File: src/rtl/fir3_pkg.sv
package fir3_pkg;

   // Number of coefficients in the filter.
   localparam int NUM_TAPS = 3;

   // Width of a signed product of a w-bit sample and a cw-bit coefficient.
   function automatic int prod_w(input int w, input int cw);
      return w + cw;
   endfunction

   // Width that holds the sum of `terms` such products without wrap.
   function automatic int acc_w(input int w, input int cw, input int terms);
      return w + cw + $clog2(terms);
   endfunction

endpackage

File: src/rtl/fir3_delay_line.sv
module fir3_delay_line #(
   parameter int W     = 8,
   parameter int DEPTH = 2
) (
   input  logic                      clk,
   input  logic                      rst,
   input  logic                      adv,
   input  logic [W-1:0]              din,
   output logic [DEPTH-1:0][W-1:0]   taps
);

   generate
      if (DEPTH < 1) begin : g_bad_depth
         $error("fir3_delay_line: DEPTH must be at least 1");
      end
   endgenerate

   generate
      for (genvar g = 0; g < DEPTH; g++) begin : g_stage
         logic [W-1:0] feed;
         if (g == 0) begin : g_head
            assign feed = din;
         end else begin : g_body
            assign feed = taps[g-1];
         end
         always_ff @(posedge clk) begin
            if (rst) begin
               taps[g] <= '0;
            end else if (adv) begin
               taps[g] <= feed;
            end
         end
      end
   endgenerate

endmodule

File: src/rtl/fir3_cutset_stage.sv
module fir3_cutset_stage #(
   parameter int                    W      = 8,
   parameter int                    CW     = 8,
   parameter int                    FW     = 18,
   parameter logic signed [CW-1:0]  COEF_A = 1,
   parameter logic signed [CW-1:0]  COEF_B = 1,
   parameter logic signed [CW-1:0]  COEF_C = 1
) (
   input  logic                  clk,
   input  logic                  rst,
   input  logic                  adv,
   input  logic signed [W-1:0]   x_now,
   input  logic signed [W-1:0]   x_d1,
   input  logic signed [W-1:0]   x_d2,
   output logic signed [FW-1:0]  lead_q,
   output logic signed [FW-1:0]  tail_q
);

   localparam int PW  = fir3_pkg::prod_w(W, CW);
   localparam int EXT = FW - PW;

   generate
      if (EXT < 1) begin : g_bad_width
         $error("fir3_cutset_stage: FW must exceed the product width");
      end
   endgenerate

   logic signed [PW-1:0] prod_a;
   logic signed [PW-1:0] prod_b;
   logic signed [PW-1:0] prod_c;
   logic signed [FW-1:0] ext_a;
   logic signed [FW-1:0] ext_b;
   logic signed [FW-1:0] ext_c;
   logic signed [FW-1:0] tail_d;

   // Multipliers: both operands sign-extended to the product width.
   assign prod_a = PW'(COEF_A) * PW'(x_now);
   assign prod_b = PW'(COEF_B) * PW'(x_d1);
   assign prod_c = PW'(COEF_C) * PW'(x_d2);

   assign ext_a = {{EXT{prod_a[PW-1]}}, prod_a};
   assign ext_b = {{EXT{prod_b[PW-1]}}, prod_b};
   assign ext_c = {{EXT{prod_c[PW-1]}}, prod_c};

   // One adder after the older two multipliers; the newest product
   // reaches the cutset with no adder in front of it.
   assign tail_d = ext_b + ext_c;

   always_ff @(posedge clk) begin
      if (rst) begin
         lead_q <= '0;
         tail_q <= '0;
      end else if (adv) begin
         lead_q <= ext_a;
         tail_q <= tail_d;
      end
   end

endmodule

File: src/rtl/fir3_cutset_fir.sv
module fir3_cutset_fir #(
   parameter int                    W      = 8,
   parameter int                    CW     = 8,
   parameter logic signed [CW-1:0]  COEF_A = 8'sd3,
   parameter logic signed [CW-1:0]  COEF_B = -8'sd5,
   parameter logic signed [CW-1:0]  COEF_C = 8'sd7,
   parameter int                    OW     = 16,
   parameter int                    SHIFT  = 0
) (
   input  logic                  clk,
   input  logic                  rst,
   input  logic                  in_valid,
   input  logic signed [W-1:0]   in_data,
   output logic                  out_valid,
   output logic signed [OW-1:0]  out_data
);

   localparam int FW    = fir3_pkg::acc_w(W, CW, fir3_pkg::NUM_TAPS);
   localparam int DEPTH = fir3_pkg::NUM_TAPS - 1;

   generate
      if (W < 2 || CW < 2) begin : g_bad_operands
         $error("fir3_cutset_fir: W and CW must be at least 2");
      end
      if (OW < 1 || SHIFT < 0 || OW + SHIFT > FW) begin : g_bad_window
         $error("fir3_cutset_fir: output window exceeds the full-precision sum");
      end
   endgenerate

   logic [DEPTH-1:0][W-1:0] hist;
   logic signed [FW-1:0]    lead_q;
   logic signed [FW-1:0]    tail_q;
   logic signed [FW-1:0]    sum_full;
   logic                    vld_q;

   fir3_delay_line #(
      .W     (W),
      .DEPTH (DEPTH)
   ) u_taps (
      .clk  (clk),
      .rst  (rst),
      .adv  (in_valid),
      .din  (in_data),
      .taps (hist)
   );

   fir3_cutset_stage #(
      .W      (W),
      .CW     (CW),
      .FW     (FW),
      .COEF_A (COEF_A),
      .COEF_B (COEF_B),
      .COEF_C (COEF_C)
   ) u_cut (
      .clk    (clk),
      .rst    (rst),
      .adv    (in_valid),
      .x_now  (in_data),
      .x_d1   ($signed(hist[0])),
      .x_d2   ($signed(hist[DEPTH-1])),
      .lead_q (lead_q),
      .tail_q (tail_q)
   );

   // Valid flag crosses the same cutset as the data.
   always_ff @(posedge clk) begin
      if (rst) begin
         vld_q <= 1'b0;
      end else begin
         vld_q <= in_valid;
      end
   end

   // Single adder after the cutset.
   assign sum_full  = lead_q + tail_q;
   assign out_data  = sum_full[SHIFT +: OW];
   assign out_valid = vld_q;

   logic unused_sum;
   assign unused_sum = ^sum_full;

endmodule

File: config.mk
export PLATFORM = sky130hd
export DESIGN_NAME = fir3_cutset_fir
export DESIGN_NICKNAME = d
export VERILOG_FILES = /design/src/rtl/fir3_pkg.sv /design/src/rtl/fir3_delay_line.sv /design/src/rtl/fir3_cutset_stage.sv /design/src/rtl/fir3_cutset_fir.sv
export SDC_FILE = /design/constraint.sdc
export NUM_CORES = 1
export LEC_CHECK = 0
export BUFFER_PORTS_ARGS = -buffer_cell sky130_fd_sc_hd__buf_2
export CAP_MARGIN = 20
export CORE_ASPECT_RATIO = 0.9
export CORE_UTILIZATION = 35
export CTS_CLUSTER_DIAMETER = 80
export CTS_CLUSTER_SIZE = 28
export DETAILED_ROUTE_END_ITERATION = 10
export PLACE_DENSITY = 0.52
export SYNTH_ARGS = -nofsm -noshare
export SYNTH_HDL_FRONTEND = slang
export SYNTH_SLANG_ARGS = --single-unit
File: constraint.sdc
create_clock -name clk -period 3.6 [get_ports clk]
set_input_delay 0 -clock clk [delete_from_list [all_inputs] [get_ports clk]]
set_output_delay 0 -clock clk [all_outputs]
set_load 0.02 [all_outputs]
## After elaboration in Yosys (flattened, before gate mapping)

Index checks and enable logic that the tools add are counted.

- Flip-flop bits (word level): 41
- Logic and storage cells: 10

- $add $sub $neg: 2
- Multipliers: 3

Operators with widths:

| kind | count |
|---|---|
| 4-bit by 8-bit multiplier with 12-bit output (first input constant) | 2 |
| 11-bit by 13-bit adder with 14-bit output | 1 |
| 12-bit by 12-bit adder with 13-bit output | 1 |
| 3-bit by 8-bit multiplier with 11-bit output (first input constant) | 1 |

## Longest topological paths before layout

Gate-level depths: netlist (run 1).

- Depth after elaboration: 2
- Mapped depth: 15
- Mapped depth without buffers: 15

## Cells and area by module

Synthesis (run 1) repeated with hierarchy kept, for this count alone.

- Cell total of the unflattened synthesis: 496
- Area total of the unflattened synthesis: 4421.7 um^2

Modules (own cells, without submodules):

| module | cells an instance | sequential area each (um^2) | area an instance (um^2) | instances |
|---|---|---|---|---|
| fir3_cutset_stage | 341 | 480.5 | 3069.2 | 1 |
| fir3_cutset_fir | 103 | 20.0 | 772.0 | 1 |
| fir3_delay_line | 52 | 320.3 | 580.6 | 1 |

## Worst setup path after synthesis (run 1)

OpenSTA, ideal clock, no wires.

- Path kind: flip-flop to flip-flop
- Start point: register u_taps.taps[10] in the netlist's numbering
- End point: register, netlist name u_cut.tail_q[12]
- Required time: 3.478 ns
- Stages on the path, launching flop included: 15
- Arrival time: 3.816 ns
- Slack: -0.338 ns
- Cell sequence: dfxtp_1 inv_1 fa_1 fa_1 inv_1 fa_1 inv_1 fa_1 inv_1 ha_1 nor2b_1 o2111ai_1 a21oi_1 o211a_1 a311o_1

- Longest elaborated chain between the ends: 2

Ends and longest elaborated chain:

| what | line | RTL |
|---|---|---|
| start: declaration | fir3_delay_line.sv:9 | `output logic [DEPTH-1:0][W-1:0] taps` |
| start signal: indexed assignment | fir3_delay_line.sv:28 | `taps[g] <= '0;` |
| start signal: indexed assignment | fir3_delay_line.sv:30 | `taps[g] <= feed;` |
| 4-bit by 8-bit multiplier with 12-bit output | fir3_cutset_stage.sv:39 | `assign prod_c = PW'(COEF_C) * PW'(x_d2);` |
| 12-bit by 12-bit adder with 13-bit output | fir3_cutset_stage.sv:47 | `assign tail_d = ext_b + ext_c;` |

No other way between the ends.
A chain may end at the register's enable or synchronous reset.

## Worst setup path after layout (run 1)

- Start point: register u_taps.taps (netlist bit u_taps.g_stage[1].feed[3])
- End point: register u_cut.tail_q[11]

- Longest elaborated chain between the ends: 2

Ends and longest elaborated chain:

| what | line | RTL |
|---|---|---|
| 4-bit by 8-bit multiplier with 12-bit output | fir3_cutset_stage.sv:38 | `assign prod_b = PW'(COEF_B) * PW'(x_d1);` |
| 12-bit by 12-bit adder with 13-bit output | fir3_cutset_stage.sv:47 |  |
| end signal: assignment | fir3_cutset_stage.sv:55 | `tail_q <= tail_d;` |
| end: declaration | fir3_cutset_stage.sv:16 | `output logic signed [FW-1:0] tail_q` |

No other way between the ends.

==> results.cfg, run 1 <==
[run_status]
status = finished with violations
violations = negative setup slack

[cells_and_area]
stdcell_area_sq_um = 5020
insertedDiodeCount = 0
fill_cells = 1183
fin_cells = 670
register_area_sq_um = 828
fin_nets = 628
drive_gt1_share_pct = 21.4
utilization_pct = 43.7
multiInputGateArea_sq_um = 3170
area_growth_pct = 21.4

[timing]
fmaxAchievable_ghz = 0.264
slew_viol_final = 0
final_critical_path_setup_slack_ns = -0.195
rsz0062_at_grt = true
tightest_slew_ns = 0.783
hold_viol = 0
period_minus_slack_ns = 3.79
period_share_pct = 105
skew_ns = 0.00367
relSlewSlack_pct = 47.8
setup_viol = 6

[setup_path]
cpPeakStageDelay_ns = 0.54
cp_top_family = adder cells
cpMostUsedCell = fa_1
worst_setup_path_end_kind = flip-flop
cp_num_buf_inv = 3
worst_path_max_delay_cell = fa_1
reg2reg_slack_ns = -0.19
startpoint_type = flip-flop
crit_chain = inv_1, ha_1, fa_1, fa_1, inv_1, fa_1, inv_2, ha_4, and3_4, a221oi_4, a211o_1, a2111oi_4, a311o_1
worst_ep_required_time_ns = 3.83
worstSetupPathType = flip-flop to flip-flop
r2r-end = u_cut.tail_q[11]
cp_max_fo = 4
crit_arrival_ns = 4.03
reg2reg_depth = 13
worstReg2RegStart = u_taps.g_stage[1].feed[3]

[drt]
wl_per_cell_um = 13.7
drtIter0Drc = 148
drc = 0
wl_um = 9150
num_vias = 3241
dr.pass1.iters = 5
antenna_left = 0
via_per_inst = 4.84

[yosys]
synth_edf_count = 0
syn_avg_cell_area_sq_um = 8.99
syn_inst = 460
yosysUniqueCellTypes = 49
synth.top_cell.area_share_pct = 22.1
netlist_area_sq_um = 4130
ys_seq_area_share_pct = 19.4
ys.flop_type = dfxtp_1
synth_warnings = 0
syn-num-nets = 575
async_flop_share_pct = 0
ys_ff_latch = 40
synth.area.top_cells = ha_1 (22%), dfxtp_1 (19%), fa_1 (15%)
yosysTopAreaCell = ha_1

[power]
power_per_cell_area_nw_per_um2 = 502
power_leakage_nw = 2.48
vdd_drop_max_mv = 0.243

[global_routing]
grt_pass1_vias = 3310
grt_first_pass_wirelength_um = 15500
grt_overflow_total = 0
antenna_found_initial = 0
grt_max_degree = 41
grt_use_total_pct = 16.3

[floorplanning]
core_sq_um = 11500
start_util_pct = 36.0
dieArea_sq_um = 12300
die_h_um = 105
core.rowCount = 37
io_pins = 28
die_x_um = 117

[placed_design]
portBuffers = 27
gp_congestion = 0.755
place_area_sq_um = 4700
hpwl_um = 7100
preCtsSetupSlack_ns = -0.204
dp_cells = 656

[clock_network]
h-tree-depth = 2
root_buffer = clkbuf_16
cts_tree = done
cts_buffer_depth = 2
cts_sinks = 40
clock_latency_ns = 0.29
path_clk_slew_ns = 0.06
cts_buffers = 5

[run]
maxCapViolCount = 0

[min_path]
holdCritPathClass = input pin to flip-flop
hold_depth = 3
holdCritStartpoint = in_data[1]
hold_path_end = u_taps.g_stage[1].feed[1]
Yosys cell counts (5+ instances only):
library cell  instances
a211oi_1             14
a21o_1                9
a21oi_1              21
and3_1                5
clkbuf_1              5
dfxtp_1              40
fa_1                 31
ha_1                 73
inv_1                79
mux2i_1              23
nand2_1              10
nand2b_1              5
nor2_1               45
nor2b_1               6
nor3_1                7
o21a_1                9
o21ai_0              17
xnor2_1              11
xor2_1                6
sequential cells by signal, summed over array words and instances (netlist names):
signal,count
out_valid,1
u_taps.g_stage.feed,8
u_cut.tail_q,13
u_taps.taps,8
u_cut.lead_q,10
metal layers:
| layer | part of all wire (%) | wire, um | vias to the layer above | track usage (%) |
|---|---|---|---|---|
| met5 | 0 | 0 | - | 0 |
| met4 | 1.0 | 95 | 0 | 4.34 |
| met3 | 2.5 | 228 | 9 | 2.49 |
| met2 | 45 | 4100 | 41 | 27.0 |
| met1 | 52 | 4720 | 1529 | 21.9 |
| li1 | - | - | 1662 | - |
worst max-delay path by stage:
stage / from / slack (ns) / endpoint / depth (start not counted)
floorplan: u_taps.g_stage[1].feed[2] / -0.07 / u_cut.tail_q[11] / 13
finish: u_taps.g_stage[1].feed[3] / -0.19 / u_cut.tail_q[11] / 13
global route: u_taps.g_stage[1].feed[4] / -0.39 / u_cut.tail_q[11] / 14
global placement: u_taps.taps[11] / -0.15 / u_cut.tail_q[12] / 14
detailed placement: u_taps.taps[11] / -0.20 / u_cut.tail_q[12] / 14
CTS: u_taps.taps[11] / -0.19 / u_cut.tail_q[7] / 15
power by group:
group          internal (mW)  leakage [nW]  switching [mW]
sequential             0.502         0.336          0.0455
combinational          0.698          2.07           0.804
clock                  0.276        0.0691           0.196
cells in the final DEF (no fill, tap or decap), types with 7 or more instances in the layout:
cell | Yosys | layout
nor3_1 | 7 | 7
inv_2 | 0 | 10
xnor2_1 | 11 | 10
dfxtp_2 | 0 | 7
ha_4 | 0 | 8
nor2_1 | 45 | 45
mux2i_1 | 23 | 23
inv_1 | 79 | 69
nand2_1 | 10 | 10
dfxtp_1 | 40 | 28
buf_2 | 3 | 27
o21a_1 | 9 | 9
buf_4 | 2 | 30
ha_1 | 73 | 65
a21oi_1 | 21 | 18
o21ai_0 | 17 | 15
a211oi_1 | 14 | 14
fa_1 | 31 | 29
a21o_1 | 9 | 9
metrics by stage:
stage / setup TNS [ns] / power, mW / hold WS (ns)
after CTS: -0.758 / 2.47 / 0.00747
after floorplan: -0.0960 / 1.56 / 0.147
after global placement: -0.507 / 1.93 / 0.286
after detailed placement: -0.768 / 1.95 / 0.288
final: -0.562 / 2.52 / 0.00449
after global routing: -1.59 / 2.75 / 0.0278
cell type report:
type / instances / share of cell area, %
well taps: 156 / 3.89
flip-flops and latches: 40 / 16.5
clock inverters: 2 / 0.299
inverters: 80 / 5.98
repair buffers: 58 / 7.38
multi-input cells: 328 / 63.2
clock buffers: 6 / 2.77
tightest hold or removal path, delay by kind of cell:
kind	cells	cell delay [ns]
AND/OR/NAND/NOR	1	0.07
multiplexers	1	0.07
buffers and inverters	1	0.12
cells by family after synthesis:
kind of cell | synth area share, %
compound gates | 15.7
fa+ha+maj | 37.1
buf+inv | 8.63
xor+xnor | 3.60
flops | 19.4
simple gates | 9.99
mux | 5.57
what timing repair did:
item	in CTS	in global routing
resized for setup	9	21
endpoints found under the setup margin	6	8
hold endpoints to repair	1	0
pin swaps	11	19
hold buffers	1	0
buffers inserted	3	3
(Power assumes the default switching activity.)
==> run 2, diff against run 1 <==
--- a/config.mk
+++ b/config.mk
@@ -5,6 +5,7 @@
 export SDC_FILE = /design/constraint.sdc
 export NUM_CORES = 1
 export LEC_CHECK = 0
+export ABC_AREA = 1
 export BUFFER_PORTS_ARGS = -buffer_cell sky130_fd_sc_hd__buf_2
 export CAP_MARGIN = 20
 export CORE_ASPECT_RATIO = 0.9
==> results.cfg, run 2 <==
[setup_path]
worst_path_max_delay_cell = fa_2
cp_top_family = adder cells
reg2reg_depth = 19
worst_setup_path_end_kind = flip-flop
cp_max_fo = 4
crit_chain = inv_1, fa_2, inv_1, ha_4, o21bai_2, fa_1, inv_2, fa_1, inv_2, ha_4, nand2_1, nor2_2, nand3_1, nand3_2, inv_2, nand2_1, nand3_1, nand2_1, inv_1
worstReg2RegStart = u_taps.taps[11]
cp.depth = 19
cpPeakStageDelay_ns = 0.52
cp_num_buf_inv = 6
worst_ep_required_time_ns = 3.79
startpoint_type = flip-flop
worstSetupPathType = flip-flop to flip-flop
crit_arrival_ns = 3.63
setup.worst_path.start = u_taps.taps[11]

[cells_and_area]
largest_reg_flops = 13
mostFrequentLayoutCells = inv_1 (111), nand2_1 (78), ha_1 (58)
reg_top3 = u_cut.tail_q: 13 flops, u_cut.lead_q: 10 flops
fin_cells = 774
largest_register = u_cut.tail_q
drive_gt1_share_pct = 19.4
fill_cells = 1265
area_growth_pct = 19.0
insertedDiodeCount = 0
fin_nets = 728
final_common_cell = inv_1

[floorplanning]
io_pins = 28
core_sq_um = 12000
die_h_um = 107
dieArea_sq_um = 12700
start_util_pct = 35.8
core.rowCount = 38
die_x_um = 119

[power]
intPower_mw = 1.76
p_seq_share_pct = 17.4
power.share.clock_pct = 16.1
power_per_cell_area_nw_per_um2 = 625
p_sw_mw = 1.45
switching_share_pct = 45.2
power_leakage_nw = 2.69
p_comb_share_pct = 66.4
vdd_drop_max_mv = 0.265

[timing]
period_share_pct = 95.7
hold-worst-slack_ns = 0.0530
fmaxAchievable_ghz = 0.290
tightest_slew_ns = 0.842
relSlewSlack_pct = 43.8
hold_viol = 0
slew_viol_final = 0
setup_viol = 0
period_minus_slack_ns = 3.45
skew_ns = 0.00568

[drt]
drc = 0
num_vias = 3594
drtIter0Drc = 197
dr.pass1.iters = 6
wl_um = 10200
wl_per_cell_um = 13.1
via_per_inst = 4.64
antenna_left = 0

[yosys]
syn_inst = 573
synth_edf_count = 0
syn_avg_cell_area_sq_um = 7.51
yosysTopAreaCell = ha_1
netlist_area_sq_um = 4300
syn-num-nets = 688
yosys-top-cells-count = inv_1 (119), nand2_1 (86), ha_1 (73), nor2_1 (61), a21oi_1 (41)
ys_ff_latch = 40
ys_seq_area_share_pct = 18.6
synth_most_common_cell = inv_1
ys.flop_type = dfxtp_1
yosysUniqueCellTypes = 34
async_flop_share_pct = 0
synth_warnings = 0
synth.area.top_cells = ha_1 (21%), dfxtp_1 (19%), fa_1 (14%)
synth.top_cell.area_share_pct = 21.2

[global_routing]
grt_use_total_pct = 17.4
antenna_found_initial = 0
grt_pass1_vias = 3524
grt_max_degree = 50
grt_first_pass_wirelength_um = 17400
grt_overflow_total = 0

[run_status]
status = complete, no violations

[clock_network]
h-tree-depth = 2
path_clk_slew_ns = 0.06
root_buffer = clkbuf_16
cts_tree = done
cts_buffer_depth = 2
clock_latency_ns = 0.29
cts_buffers = 5
cts_sinks = 40

[min_path]
hold_depth = 4
holdCritStartpoint = in_data[7]
holdCritPathClass = input pin to flip-flop

[run]
maxCapViolCount = 0

[placed_design]
hpwl_um = 8070
dp_cells = 766
gp_congestion = 0.830
portBuffers = 27
[run 2: changes by cell type in the layout (fill, tap and decap cells not counted), moves of 10 or more]
cell / change
a211oi_1: -14
a21oi_1: +20
inv_1: +42
mux2i_1: -23
nand2_1: +68
nand2_2: +10
nand3_1: +23
nor2_1: +12
o21ai_0: +15
[run 2: cell families (layout without fill, tap and decap cells)]
logic type               after synthesis  count (layout)  synth area share, %
adder cells (fa/ha/maj)              104             104                 35.7
AO/OA/AOI/OAI                         90              90                 11.6
XOR/XNOR                              16              16                 3.26
AND/OR/NAND/NOR                      187             187                 18.0
buffers and inverters                136             177                 12.9
flip-flops                            40              40                 18.6
[run 2: per-stage QoR]
| step | worst slack [ns] | power [mW] | util (%) | area [sq um] | TNS, ns |
|---|---|---|---|---|---|
| 2_1_floorplan | 0.0690 | 1.85 | - | 4300 | 0 |
| 6_report | 0.154 | 3.20 | 42.6 | 5120 | 0 |
| 3_5_place_dp | -0.0425 | 2.38 | 39.0 | 4700 | -0.120 |
| 5_1_grt | -0.00398 | 3.54 | 42.6 | 5120 | -0.00680 |
| 3_3_place_gp | -0.0155 | 2.36 | 39.0 | 4700 | -0.0155 |
| 4_1_cts | 0.00359 | 2.97 | 40.7 | 4890 | 0 |
[run 2: tightest hold or removal path, delay by kind of cell]
| kind | cells | cell delay [ns] |
|---|---|---|
| buf+inv | 1 | 0.13 |
| simple gates | 3 | 0.17 |
[run 2: path summary, 6_finish.rpt]
check,slack [ns],to
setup / recovery,0.15,u_cut.tail_q[12]
setup reg to reg,0.15,u_cut.tail_q[12]
hold / removal,0.05,u_cut.lead_q[9]
hold reg to reg,0.50,u_cut.lead_q[6]
[run 2: per-layer routing]
layer	global-route usage (%)	part of all wire, %
met2	26.8	42
met5	0	0
met4	4.25	1.0
met1	25.3	54
met3	2.45	3.4
[run 2: timing repair]
action | CTS | global route
resized for setup | 6 | 54
setup endpoints to repair | 6 | 8
hold buffers | 0 | 0
buffers inserted | 0 | 0
pin swaps | 0 | 25
[run 2: cell type report]
cell class                      count  area, sq um  share of cell area [%]
Multi-Input combinational cell    397         3200                    62.4
Sequential cell                    40          816                    15.9
Inverter                          121          454                    8.87
Timing Repair Buffer               48          293                    5.72
Tap cell                          160          200                    3.91
Clock buffer                        6          129                    2.52
Clock inverter                      2         35.0                   0.684
[run 2: power by group through the flow]
stage	sequential, mW	combinational (mW)	clock, mW
floorplan	0.551	1.30	0
global route	0.566	2.43	0.548
CTS	0.557	1.88	0.529
detailed placement	0.565	1.82	0
finish	0.559	2.13	0.516
global placement	0.567	1.80	0
==> run 3, diff against run 2 <==
--- a/config.mk
+++ b/config.mk
@@ -13,6 +13,7 @@
 export CTS_CLUSTER_DIAMETER = 80
 export CTS_CLUSTER_SIZE = 28
 export DETAILED_ROUTE_END_ITERATION = 10
+export GPL_TIMING_DRIVEN = 0
 export PLACE_DENSITY = 0.52
 export SYNTH_ARGS = -nofsm -noshare
 export SYNTH_HDL_FRONTEND = slang
==> results.cfg, run 3 (same netlist as run 2, synthesis figures left out) <==
[drt]
via_per_inst = 4.72
routed-wl-met3_um = 340
wl_per_cell_um = 13.4
highest_layer = met4
antenna_left = 0
drc = 0
wl_met1_um = 5650
drtIter0Drc = 180
dr.pass1.iters = 6
wl_um = 10400
num_vias = 3657
wl_met2_um = 4280

[setup_path]
r2r-end = u_cut.tail_q[6]
worst_ep_required_time_ns = 3.77
crit_arrival_ns = 3.65
worst_setup_path_end_kind = flip-flop
reg2reg_depth = 16
startpoint_type = flip-flop
cp_max_fo = 4
worstReg2RegStart = u_taps.g_stage[1].feed[5]
worstSetupPathType = flip-flop to flip-flop
reg2reg_slack_ns = 0.12

[clock_network]
h-tree-depth = 2
cts_buffer_depth = 2
cts_buffers = 5
root_buffer = clkbuf_16
cts_sinks = 40
cts_tree = done
clock_latency_ns = 0.28
path_clk_slew_ns = 0.06

[cells_and_area]
area_growth_pct = 17.9
final_common_cell = inv_1
stdcell_area_sq_um = 5070
largest_reg_flops = 13
fin_nets = 728
mostFrequentLayoutCells = inv_1 (108), nand2_1 (80), ha_1 (63)
largest_register = u_cut.tail_q
drive_gt1_share_pct = 18.6
reg_top3 = u_cut.tail_q: 13 flops, u_cut.lead_q: 10 flops
insertedDiodeCount = 0

[timing]
period_share_pct = 96.6
slew_viol_final = 0
final_critical_path_setup_slack_ns = 0.122
skew_ns = 0.00346
rsz0062_at_grt = true
setup_viol = 0
hold-worst-slack_ns = 0.0591
fmaxAchievable_ghz = 0.288
relSlewSlack_pct = 51.9
period_minus_slack_ns = 3.48
hold_viol = 0
tightest_slew_ns = 0.721

[floorplanning]
io_pins = 28
start_util_pct = 35.8
die_h_um = 107
core_sq_um = 12000
dieArea_sq_um = 12700
core.rowCount = 38
die_x_um = 119

[power]
power_leakage_nw = 2.69
power_per_cell_area_nw_per_um2 = 615
total_power_mw = 3.12
vdd_drop_max_mv = 0.218

[global_routing]
grt_pass1_vias = 3545
antenna_found_initial = 0
grt_first_pass_wirelength_um = 17300
grt_overflow_total = 0
grt_use_total_pct = 17.2
grt_max_degree = 13

[placed_design]
portBuffers = 25
hpwl_um = 8410
place_area_sq_um = 4630
preCtsSetupSlack_ns = -0.225
gp_congestion = 0.813

[min_path]
hold_depth = 4
holdCritStartpoint = in_data[7]
hold_path_end = u_cut.lead_q[9]
holdCritPathClass = input pin to flip-flop

[run]
maxCapViolCount = 0

[run_status]
status = complete, no violations
[run 3: changes by cell type in the layout (fill, tap and decap cells not counted), moves of 3 or more]
cell      delta
dfxtp_4      +5
inv_1        -3
buf_4       -12
inv_2        +3
ha_4         -4
dfxtp_2      -3
ha_1         +5
buf_2        +4
clkbuf_2     +3
[run 3: metrics by stage]
stage                     utilization [%]  setup TNS, ns  std cells
after floorplan                         -              0        573
after global placement               38.5          -1.07        758
after detailed placement             38.5          -1.23        758
after CTS                            40.3        -0.0319        767
after global routing                 42.2        -0.0336        774
final                                42.2              0        774
[run 3: cell type report]
cell class | instances | area [sq um]
fillers | 1232 | 6960
plain buffers | 15 | 100
well taps | 160 | 200
repair buffers | 33 | 188
flip-flops and latches | 40 | 831
clock inverters | 2 | 35.0
multi-input cells | 397 | 3130
clock buffers | 6 | 129
inverters | 121 | 454
[run 3: worst max-delay path by stage]
stage	startpoint	endpoint	slack [ns]
2_1_floorplan	u_taps.taps[10]	u_cut.tail_q[5]	0.07
3_3_place_gp	u_taps.taps[10]	u_cut.tail_q[9]	-0.20
3_5_place_dp	u_taps.taps[10]	u_cut.tail_q[9]	-0.22
4_1_cts	u_taps.taps[10]	u_cut.tail_q[9]	-0.01
5_1_grt	u_taps.g_stage[1].feed[5]	u_cut.tail_q[6]	-0.03
6_report	u_taps.g_stage[1].feed[5]	u_cut.tail_q[6]	0.12
[run 3: worst max-delay path, stage by stage (launching register included)]
cell and delay (ns):
dfxtp_4 0.36, ha_1 0.27, inv_1 0.05, fa_1 0.49, inv_1 0.05, fa_1 0.53
inv_1 0.05, fa_1 0.52, inv_2 0.05, ha_4 0.22, nand2_1 0.05, nand2_1 0.07
o21bai_2 0.20, buf_4 0.14, xor2_1 0.15, o21ai_1 0.12, inv_1 0.05
[run 3: repair_timing]
item,CTS,global route
pin swaps,2,29
endpoints found under the hold margin,1,0
hold buffers,1,0
endpoints found under the setup margin,8,8
buffers inserted,0,7
gates resized for setup,18,45
[run 3: metal layers]
metal	vias to the layer above	track usage, %
met1	1702	25.5
met4	0	3.16
met3	6	1.97
li1	1880	-
met5	-	0
met2	69	26.8
[run 3: where the power goes]
part,internal (mW),leakage (nW),switching (mW)
Clock,0.326,0.0808,0.181
Combinational,0.850,2.27,1.20
Sequential,0.508,0.338,0.0500
Total,1.68,2.69,1.44
